`src/rtl/eag_pkg.sv`:
```
package eag_pkg;

  typedef enum logic [2:0] {
    EAM_NONE = 3'd0,
    EAM_IMM  = 3'd1,
    EAM_PG0  = 3'd2,
    EAM_ABS  = 3'd3,
    EAM_IDX  = 3'd4,
    EAM_REL  = 3'd5
  } eam_e;

endpackage

```
`src/rtl/eag_rst_sync.sv`:
```
module eag_rst_sync #(
  parameter int STAGES = 2
) (
  input  logic clk,
  input  logic rst_n,
  output logic rst_q_n
);

  logic [STAGES-1:0] chain_q;
  logic [STAGES-1:0] chain_d;

  always_comb begin
    chain_d = {chain_q[STAGES-2:0], 1'b1};
  end

  always_ff @(posedge clk or negedge rst_n) begin
    if (!rst_n) chain_q <= '0;
    else        chain_q <= chain_d;
  end

  assign rst_q_n = chain_q[STAGES-1];

endmodule

```
`src/rtl/eag_operand.sv`:
```
module eag_operand
  import eag_pkg::*;
#(
  parameter int AW = 16,
  parameter int DW = 8,
  parameter int LW = 3
) (
  input  logic [2:0]    mode,
  input  logic [DW-1:0] arg_hi,
  input  logic [DW-1:0] arg_lo,
  input  logic          imm16,
  input  logic          sel_y,
  input  logic [AW-1:0] ins_pc,
  input  logic [LW-1:0] ins_len,
  input  logic [AW-1:0] ix,
  input  logic [AW-1:0] iy,
  output logic [AW-1:0] term_a,
  output logic [AW-1:0] term_b,
  output logic [AW-1:0] term_c,
  output logic          is_imm,
  output logic          is_mem
);

  localparam int EXT = AW - DW;

  logic [AW-1:0] ofs_zx;
  logic [AW-1:0] ofs_sx;
  logic [AW-1:0] pair;
  logic [AW-1:0] len_zx;
  logic [AW-1:0] idx_sel;

  assign ofs_zx[DW-1:0] = arg_hi;
  assign ofs_sx[DW-1:0] = arg_hi;

  generate
    for (genvar g = DW; g < AW; g++) begin : g_ext
      assign ofs_zx[g] = 1'b0;
      assign ofs_sx[g] = arg_hi[DW-1];
    end
    if (AW >= 2 * DW) begin : g_pair_wide
      assign pair = {{(AW - 2 * DW){1'b0}}, arg_hi, arg_lo};
    end else begin : g_pair_narrow
      logic [2*DW-1:0] full;
      assign full = {arg_hi, arg_lo};
      assign pair = full[AW-1:0];
    end
  endgenerate

  assign len_zx  = {{(AW - LW){1'b0}}, ins_len};
  assign idx_sel = sel_y ? iy : ix;

  always_comb begin
    term_a = '0;
    term_b = '0;
    term_c = '0;
    is_imm = 1'b0;
    is_mem = 1'b0;
    case (mode)
      EAM_IMM: begin
        is_imm = 1'b1;
        term_a = imm16 ? pair : ofs_zx;
      end
      EAM_PG0: begin
        is_mem = 1'b1;
        term_a = ofs_zx;
      end
      EAM_ABS: begin
        is_mem = 1'b1;
        term_a = pair;
      end
      EAM_IDX: begin
        is_mem = 1'b1;
        term_a = idx_sel;
        term_b = ofs_zx;
      end
      EAM_REL: begin
        term_a = ins_pc;
        term_b = ofs_sx;
        term_c = len_zx;
      end
      default: begin
        term_a = '0;
      end
    endcase
  end

  initial begin
    AST_WIDTH_OK: assert (EXT >= 0 && AW > LW) else $error("bad widths");
  end

endmodule

```
`src/rtl/eag_adder.sv`:
```
module eag_adder #(
  parameter int AW = 16
) (
  input  logic [AW-1:0] a,
  input  logic [AW-1:0] b,
  input  logic [AW-1:0] c,
  output logic [AW-1:0] sum
);

  logic [AW-1:0] ab;

  always_comb begin
    ab  = a + b;
    sum = ab + c;
  end

endmodule

```
`src/rtl/eag_top.sv`:
```
module eag_top
  import eag_pkg::*;
#(
  parameter int AW = 16,
  parameter int DW = 8,
  parameter int LW = 3
) (
  input  logic          clk,
  input  logic          rst_n,
  input  logic          req_vld,
  input  logic [2:0]    mode,
  input  logic [DW-1:0] arg_hi,
  input  logic [DW-1:0] arg_lo,
  input  logic          imm16,
  input  logic          sel_y,
  input  logic [AW-1:0] ins_pc,
  input  logic [LW-1:0] ins_len,
  input  logic [AW-1:0] ix,
  input  logic [AW-1:0] iy,
  output logic          res_vld,
  output logic [AW-1:0] res_addr,
  output logic          res_imm,
  output logic          res_mem
);

  localparam int HI = AW - DW;

  logic          rst_q_n;
  logic [AW-1:0] t_a, t_b, t_c, sum;
  logic          op_imm, op_mem;

  logic          vld_q, vld_d;
  logic [AW-1:0] addr_q, addr_d;
  logic          imm_q, imm_d;
  logic          mem_q, mem_d;

  eag_rst_sync #(.STAGES(2)) u_rst (
    .clk     (clk),
    .rst_n   (rst_n),
    .rst_q_n (rst_q_n)
  );

  eag_operand #(.AW(AW), .DW(DW), .LW(LW)) u_opnd (
    .mode    (mode),
    .arg_hi  (arg_hi),
    .arg_lo  (arg_lo),
    .imm16   (imm16),
    .sel_y   (sel_y),
    .ins_pc  (ins_pc),
    .ins_len (ins_len),
    .ix      (ix),
    .iy      (iy),
    .term_a  (t_a),
    .term_b  (t_b),
    .term_c  (t_c),
    .is_imm  (op_imm),
    .is_mem  (op_mem)
  );

  eag_adder #(.AW(AW)) u_add (
    .a   (t_a),
    .b   (t_b),
    .c   (t_c),
    .sum (sum)
  );

  always_comb begin
    vld_d  = req_vld;
    addr_d = addr_q;
    imm_d  = imm_q;
    mem_d  = mem_q;
    if (req_vld) begin
      addr_d = sum;
      imm_d  = op_imm;
      mem_d  = op_mem;
    end
  end

  always_ff @(posedge clk or negedge rst_q_n) begin
    if (!rst_q_n) begin
      vld_q  <= 1'b0;
      addr_q <= '0;
      imm_q  <= 1'b0;
      mem_q  <= 1'b0;
    end else begin
      vld_q  <= vld_d;
      addr_q <= addr_d;
      imm_q  <= imm_d;
      mem_q  <= mem_d;
    end
  end

  assign res_vld  = vld_q;
  assign res_addr = addr_q;
  assign res_imm  = imm_q;
  assign res_mem  = mem_q;

  AST_VLD_FOLLOWS: assert property (@(posedge clk) disable iff (!rst_q_n)
    req_vld |=> res_vld);
  AST_IDLE_HOLD: assert property (@(posedge clk) disable iff (!rst_q_n)
    !req_vld |=> (!res_vld && $stable(res_addr) && $stable(res_imm) && $stable(res_mem)));
  AST_IMM_FLAG: assert property (@(posedge clk) disable iff (!rst_q_n)
    (req_vld && mode == 3'd1) |=> (res_imm && !res_mem));
  AST_PG0_HIGH_ZERO: assert property (@(posedge clk) disable iff (!rst_q_n)
    (req_vld && mode == 3'd2) |=> (res_addr[AW-1:DW] == {HI{1'b0}} && res_mem));
  AST_ABS_PAIR: assert property (@(posedge clk) disable iff (!rst_q_n)
    (req_vld && mode == 3'd3) |=> (res_addr[DW-1:0] == $past(arg_lo) && res_mem && !res_imm));
  AST_REL_NO_MEM: assert property (@(posedge clk) disable iff (!rst_q_n)
    (req_vld && mode == 3'd5) |=> (!res_mem && !res_imm));
  AST_NONE_ZERO: assert property (@(posedge clk) disable iff (!rst_q_n)
    (req_vld && (mode == 3'd0 || mode > 3'd5)) |=> (res_addr == '0 && !res_mem && !res_imm));

endmodule

```
`config.mk`:
```
export PLATFORM = sky130hd
export DESIGN_NAME = eag_top
export DESIGN_NICKNAME = d
export VERILOG_FILES = /design/src/rtl/eag_pkg.sv /design/src/rtl/eag_rst_sync.sv /design/src/rtl/eag_operand.sv /design/src/rtl/eag_adder.sv /design/src/rtl/eag_top.sv
export SDC_FILE = /design/constraint.sdc
export NUM_CORES = 1
export LEC_CHECK = 0
export BUFFER_PORTS_ARGS = -buffer_cell sky130_fd_sc_hd__buf_2
export CAP_MARGIN = 20
export CORE_ASPECT_RATIO = 0.8
export CORE_UTILIZATION = 51
export CTS_BUF_LIST = sky130_fd_sc_hd__clkbuf_2 sky130_fd_sc_hd__clkbuf_4 sky130_fd_sc_hd__clkbuf_8
export CTS_CLUSTER_SIZE = 14
export DETAILED_ROUTE_END_ITERATION = 16
export HOLD_SLACK_MARGIN = 0.1
export PLACE_DENSITY_LB_ADDON = 0.12
export SLEW_MARGIN = 30
export SYNTH_ARGS = -nofsm -noshare
export SYNTH_HDL_FRONTEND = slang
export SYNTH_SLANG_ARGS = --single-unit
```
`constraint.sdc`:
```
create_clock -name clk -period 0.8 [get_ports clk]
set_input_delay 0.04 -clock clk [delete_from_list [all_inputs] [get_ports clk]]
set_output_delay 0.04 -clock clk [all_outputs]
set_load 0.03 [all_outputs]
```
; ---- Word-level counts from Yosys, hierarchy flattened
; Cells that the tools add are included.
[classes]
n_addsub = 2
eq_ne = 5
muxes = 7
n_reduce_logical = 1
[ops]
columns = cell, n
row1 = case mux 16 bit (5 select lines), 1
row2 = two-way mux 16 bit, 2
row3 = case mux 16 bit (2 select lines), 1
row4 = adder 16 bit, 1
row5 = adder 16 x 3 -> 16 bit, 1
row6 = "== test 3 x 2 -> 1 bit, second input constant", 2
row7 = "== test 3 bit, second input constant", 2
row8 = "== test 3 x 1 -> 1 bit, second input constant", 1
row9 = two-way mux 3 bit, 1
row10 = OR reduction 3 bit, 1
row11 = two-way mux 1 bit, 2
[totals]
regBits = 21
out_inout_bits = 19
wordCells = 20

; ---- Logic depth before layout (Yosys ltp)
[depth]
word_depth = 4
depth_mapped = 16
mapped_depth_nobuf = 15

; ---- By module
; From an unflattened synthesis, not the netlist that was laid out.
[hier_totals]
hier_cells = 281
area_unflattened_um2 = 2796.4
[modules_own_cells]
columns = module, n_inst, cells_each, area_each_um2, seq_area_each_um2
row1 = eag_operand, 1, 128, 1002.2, 0.0
row2 = eag_adder, 1, 111, 993.5, 0.0
row3 = eag_top, 1, 39, 747.0, 475.5
row4 = eag_rst_sync, 1, 3, 53.8, 50.0

; ---- Worst setup path after synthesis
; Ideal clock, no wire load.
[synth_path]
kind = in2reg
from = in mode[1]
to = reg addr_q[15], in the netlist res_addr[15]
setup_time_ns = 0.135
t_arrival_ns = 2.883
required_ns = 0.665
slack_ns = -2.218
path_stages = 15
path_buffers = 2
cell_sequence = buf_6 -> nor2_1 -> nor2_1 -> clkbuf_1 -> a221oi_1 -> fa_1 -> inv_1 -> ha_1 -> inv_1 -> fa_1 -> nand2b_1 -> a21oi_1 -> o221ai_1 -> o2111ai_1 -> o221ai_2
[synth_via]
elab_chain_len = 4
word_cells_on_any_way = 10
[synth_rtl]
columns = item, line_no
row1 = from (decl), eag_top.sv:11  ; input logic [2:0] mode,
row2 = == test 3 bit (tied with other cells), eag_operand.sv:58  ; case (mode)
row3 = case mux 16 bit (5 select lines) or case mux 16 bit (2 select lines) (tied branches), eag_operand.sv:58
row4 = adder 16 bit, eag_adder.sv:13  ; ab = a + b;
row5 = adder 16 x 3 -> 16 bit (*), eag_adder.sv:14  ; sum = ab + c;
row6 = to (signal assigned), eag_top.sv:87  ; addr_q <= addr_d;
row7 = to (decl), eag_top.sv:33  ; logic [AW-1:0] addr_q, addr_d;
; Every way passes the cells marked *; elsewhere a longest branch is shown, timed or not.
; A chain may end at the register's enable or synchronous reset.

; ---- Worst setup path in the final report
[layout_path]
from = in mode[2]
to = reg addr_q[12], in the netlist res_addr[12]
; Same word-level chain as after synthesis.

==> qor.txt <==
CTS tree -> yes
DP HPWL -> 6248 um
Min cycle time layout -> 2.667 ns
Mapped Area -> 2441 um^2
Register area share after synthesis -> 21.53%
Max Freq -> 375.0 MHz
Worst hold slack -> 0.1195 ns
Final hold vios -> 0
Drt first pass iters -> 5
Worst hold start -> mode[1]
Yosys top cell by area -> dfrtp_1
Full die area -> 5069 um^2
WL per Instance -> 20.65 um
Core area -> 4597 um^2
Syn avg cell area -> 8.247 um^2
Period utilization -> 333.3%
Met3 routed wirelength -> 986 um
Capture point of the worst reg-to-reg path -> res_addr[8]
Kind of critical path -> in2reg
Vias/cell -> 6.411
Cell area power density -> 1140 nW/um^2
Most area-consuming cells after synthesis -> dfrtp_1 (22%), ha_1 (13%), mux2i_1 (7.4%), a21oi_1 (5.3%), nor2_1 (4.3%)
Critical path capture point type -> flop
Mapped Nets -> 401
Layout cell share with drive strength beyond 1 -> 52.77%
Filler Cell Count -> 185
Leakage power -> 2.176 nW
ANT nets after route -> 0
Final core utilization -> 91.92%
H-tree levels -> 1
Final WL -> 10,950 um
DRC Markers -> 0
Highest Signal Layer -> met4
First-pass GRT wire length -> 13,570 um
CTS Buffer Depth -> 2
Total gr overflow -> 0
Initial core utilization -> 53.10%
Failing checks -> negative setup slack
Final setup vio count -> 36
Distinct cells, synth -> 58
Vias in the first global route -> 2,983
Hold Path Stages -> 3
Final Non-Filler Cells -> 530
Synthesis warning total -> 0
Largest net degree at the start of global routing -> 20
Nets@finish -> 576
Max_cap viols -> 0
Fin Setup TNS -> -26.36 ns
Met2 Routed Length -> 5312 um
Total CTS buffers -> 3
WP data arrival -> 2.82 ns
Post-synth top area share -> 21.53%
Mapped Cells -> 296
Area Growth Syn to Fin -> 73.09%
WP data required -> 0.95 ns
Synthesized flop and latch total -> 21
Slew Viols, Final -> 0
Most frequent cells in the layout -> buf_4 (82), buf_2 (69), buf_6 (29), nand2_1 (26), a21oi_1 (23)
Startpoint class of the critical path -> primary input
PortBufs -> 93
Overall die height -> 63.88 um
Worst-skew pair later-pin latency -> 0.27 ns
Setup Skew -> 0.001652 ns
Outcome -> finished with violations
Final worst slack -> -1.867 ns
Starting DRC count in detailed routing -> 410
EDFF count, synth -> 0
Hold Path Class -> in2reg
Clock Tree Root -> clkbuf_8
Cell count after placement -> 504
GRT Total Usage -> 34.06%
Clock slew seen by the registers of the worst setup and hold paths -> 0.07 ns
FFs w/ async S/R, synth -> 100.0%
Setup repair after global routing missed its margin -> yes
Initial antenna violation count -> 0
Antenna Cells -> 0
Wl on met1 -> 3881 um
Worst IR Drop VDD -> 1.193 mV
FF-to-FF setup slack -> -0.34 ns
Gpl congestion -> 0.8905
IO Count -> 94
DP Worst Slack -> -2.109 ns
Critical R2R Launch -> res_addr[8]
Rows -> 22
R2R cell count -> 2
Critical-path maximum fanout -> 7
Most common cell after layout, fill and taps aside -> buf_4
Ys flop type -> dfrtp_1
Vias -> 3,398
Sink Count -> 21
Hold Path End -> res_imm
Die width -> 79.35 um
cell type report:
class	instances	area [um^2]	area share, %
clock buffers	4	48.80	1.155
inverters	11	41.29	0.9772
multi-input cells	246	2131	50.43
flip-flops and latches	21	525.5	12.44
well taps	60	75.07	1.777
repair buffers	188	1404	33.22
through the flow:
stage	power [W]	cell area, um^2
floorplan	0.002579	2574
global placement	0.003341	3573
detailed placement	0.003393	3573
CTS	0.004514	3990
global route	0.005030	4225
finish	0.004817	4225
repair_timing:
item	CTS	global route
pin swaps	25	15
hold endpoints to repair	3	0
hold buffers	3	0
buffers inserted	8	10
gates cloned	0	1
gates resized for setup	72	33
setup endpoints to repair	36	36
registers in the layout (all words and copies together) (netlist names):
register       count
u_rst.chain_q      2
res_addr          16
res_imm            1
res_mem            1
res_vld            1
cells by family after synthesis:
group | Yosys count | share of synthesized area [%]
other | 1 | 0.1536
AOI/OAI and AO/OA | 92 | 25.37
muxes | 24 | 10.15
buffers and inverters | 29 | 5.279
DFF | 21 | 21.53
adders and majority gates | 30 | 16.61
and+or+nand+nor | 94 | 19.12
xor gates and xnor gates | 5 | 1.794
worst max-delay path, stage by stage:
cell,delay (ns)
buf_4,0.14
inv_1,0.11
nor2_4,0.05
buf_6,0.13
buf_4,0.13
and3_1,0.20
fa_2,0.41
ha_4,0.19
buf_4,0.14
buf_6,0.11
a211oi_4,0.31
buf_6,0.17
o41ai_4,0.08
a31oi_2,0.18
a211oi_1,0.12
a211o_1,0.30
cells in the mapped netlist (2+ instances only):
cell type and instances:
nor2_1 28, nand2_1 27, a21oi_1 26, ha_1 26, dfrtp_1 21, o21ai_0 19
mux2i_1 18, inv_1 10, buf_2 9, a22oi_1 6, and2_1 6, mux2_2 6
clkbuf_1 5, nand2b_1 5, nor3_1 5, a211o_1 4, a211oi_1 4, and3_1 4
fa_1 4, nand3_1 4, a21o_1 3, a31oi_1 3, nand4_1 3, nor4b_1 3
o211ai_1 3, xnor2_1 3, a211oi_2 2, a221oi_1 2, buf_1 2, o21a_1 2
o221ai_1 2, o2bb2ai_1 2, o31ai_1 2, or3b_1 2, xor2_1 2
power by group:
part           internal [W]  switching [W]
registers           0.00122       0.000122
logic               0.00134        0.00139
clock network      0.000390       0.000359
total               0.00295        0.00187
routing by layer:
metal,vias up,global-route usage (%)
met5,-,0
met4,0,7.273
met3,91,5.571
met2,278,62.39
met1,1580,41.59
li1,1449,-
how the worst max path moves through the flow:
stage | startpoint | to | slack [ns] | depth (start not counted)
after global routing | sel_y | res_addr[14] | -2.00 | 14
after floorplan | mode[1] | res_addr[11] | -1.90 | 15
after global placement | sel_y | res_addr[11] | -2.01 | 16
after CTS | sel_y | res_addr[11] | -1.65 | 16
final | mode[2] | res_addr[12] | -1.87 | 16
after detailed placement | sel_y | res_addr[11] | -2.11 | 16
No activity file was read; power rests on OpenSTA's default activity.
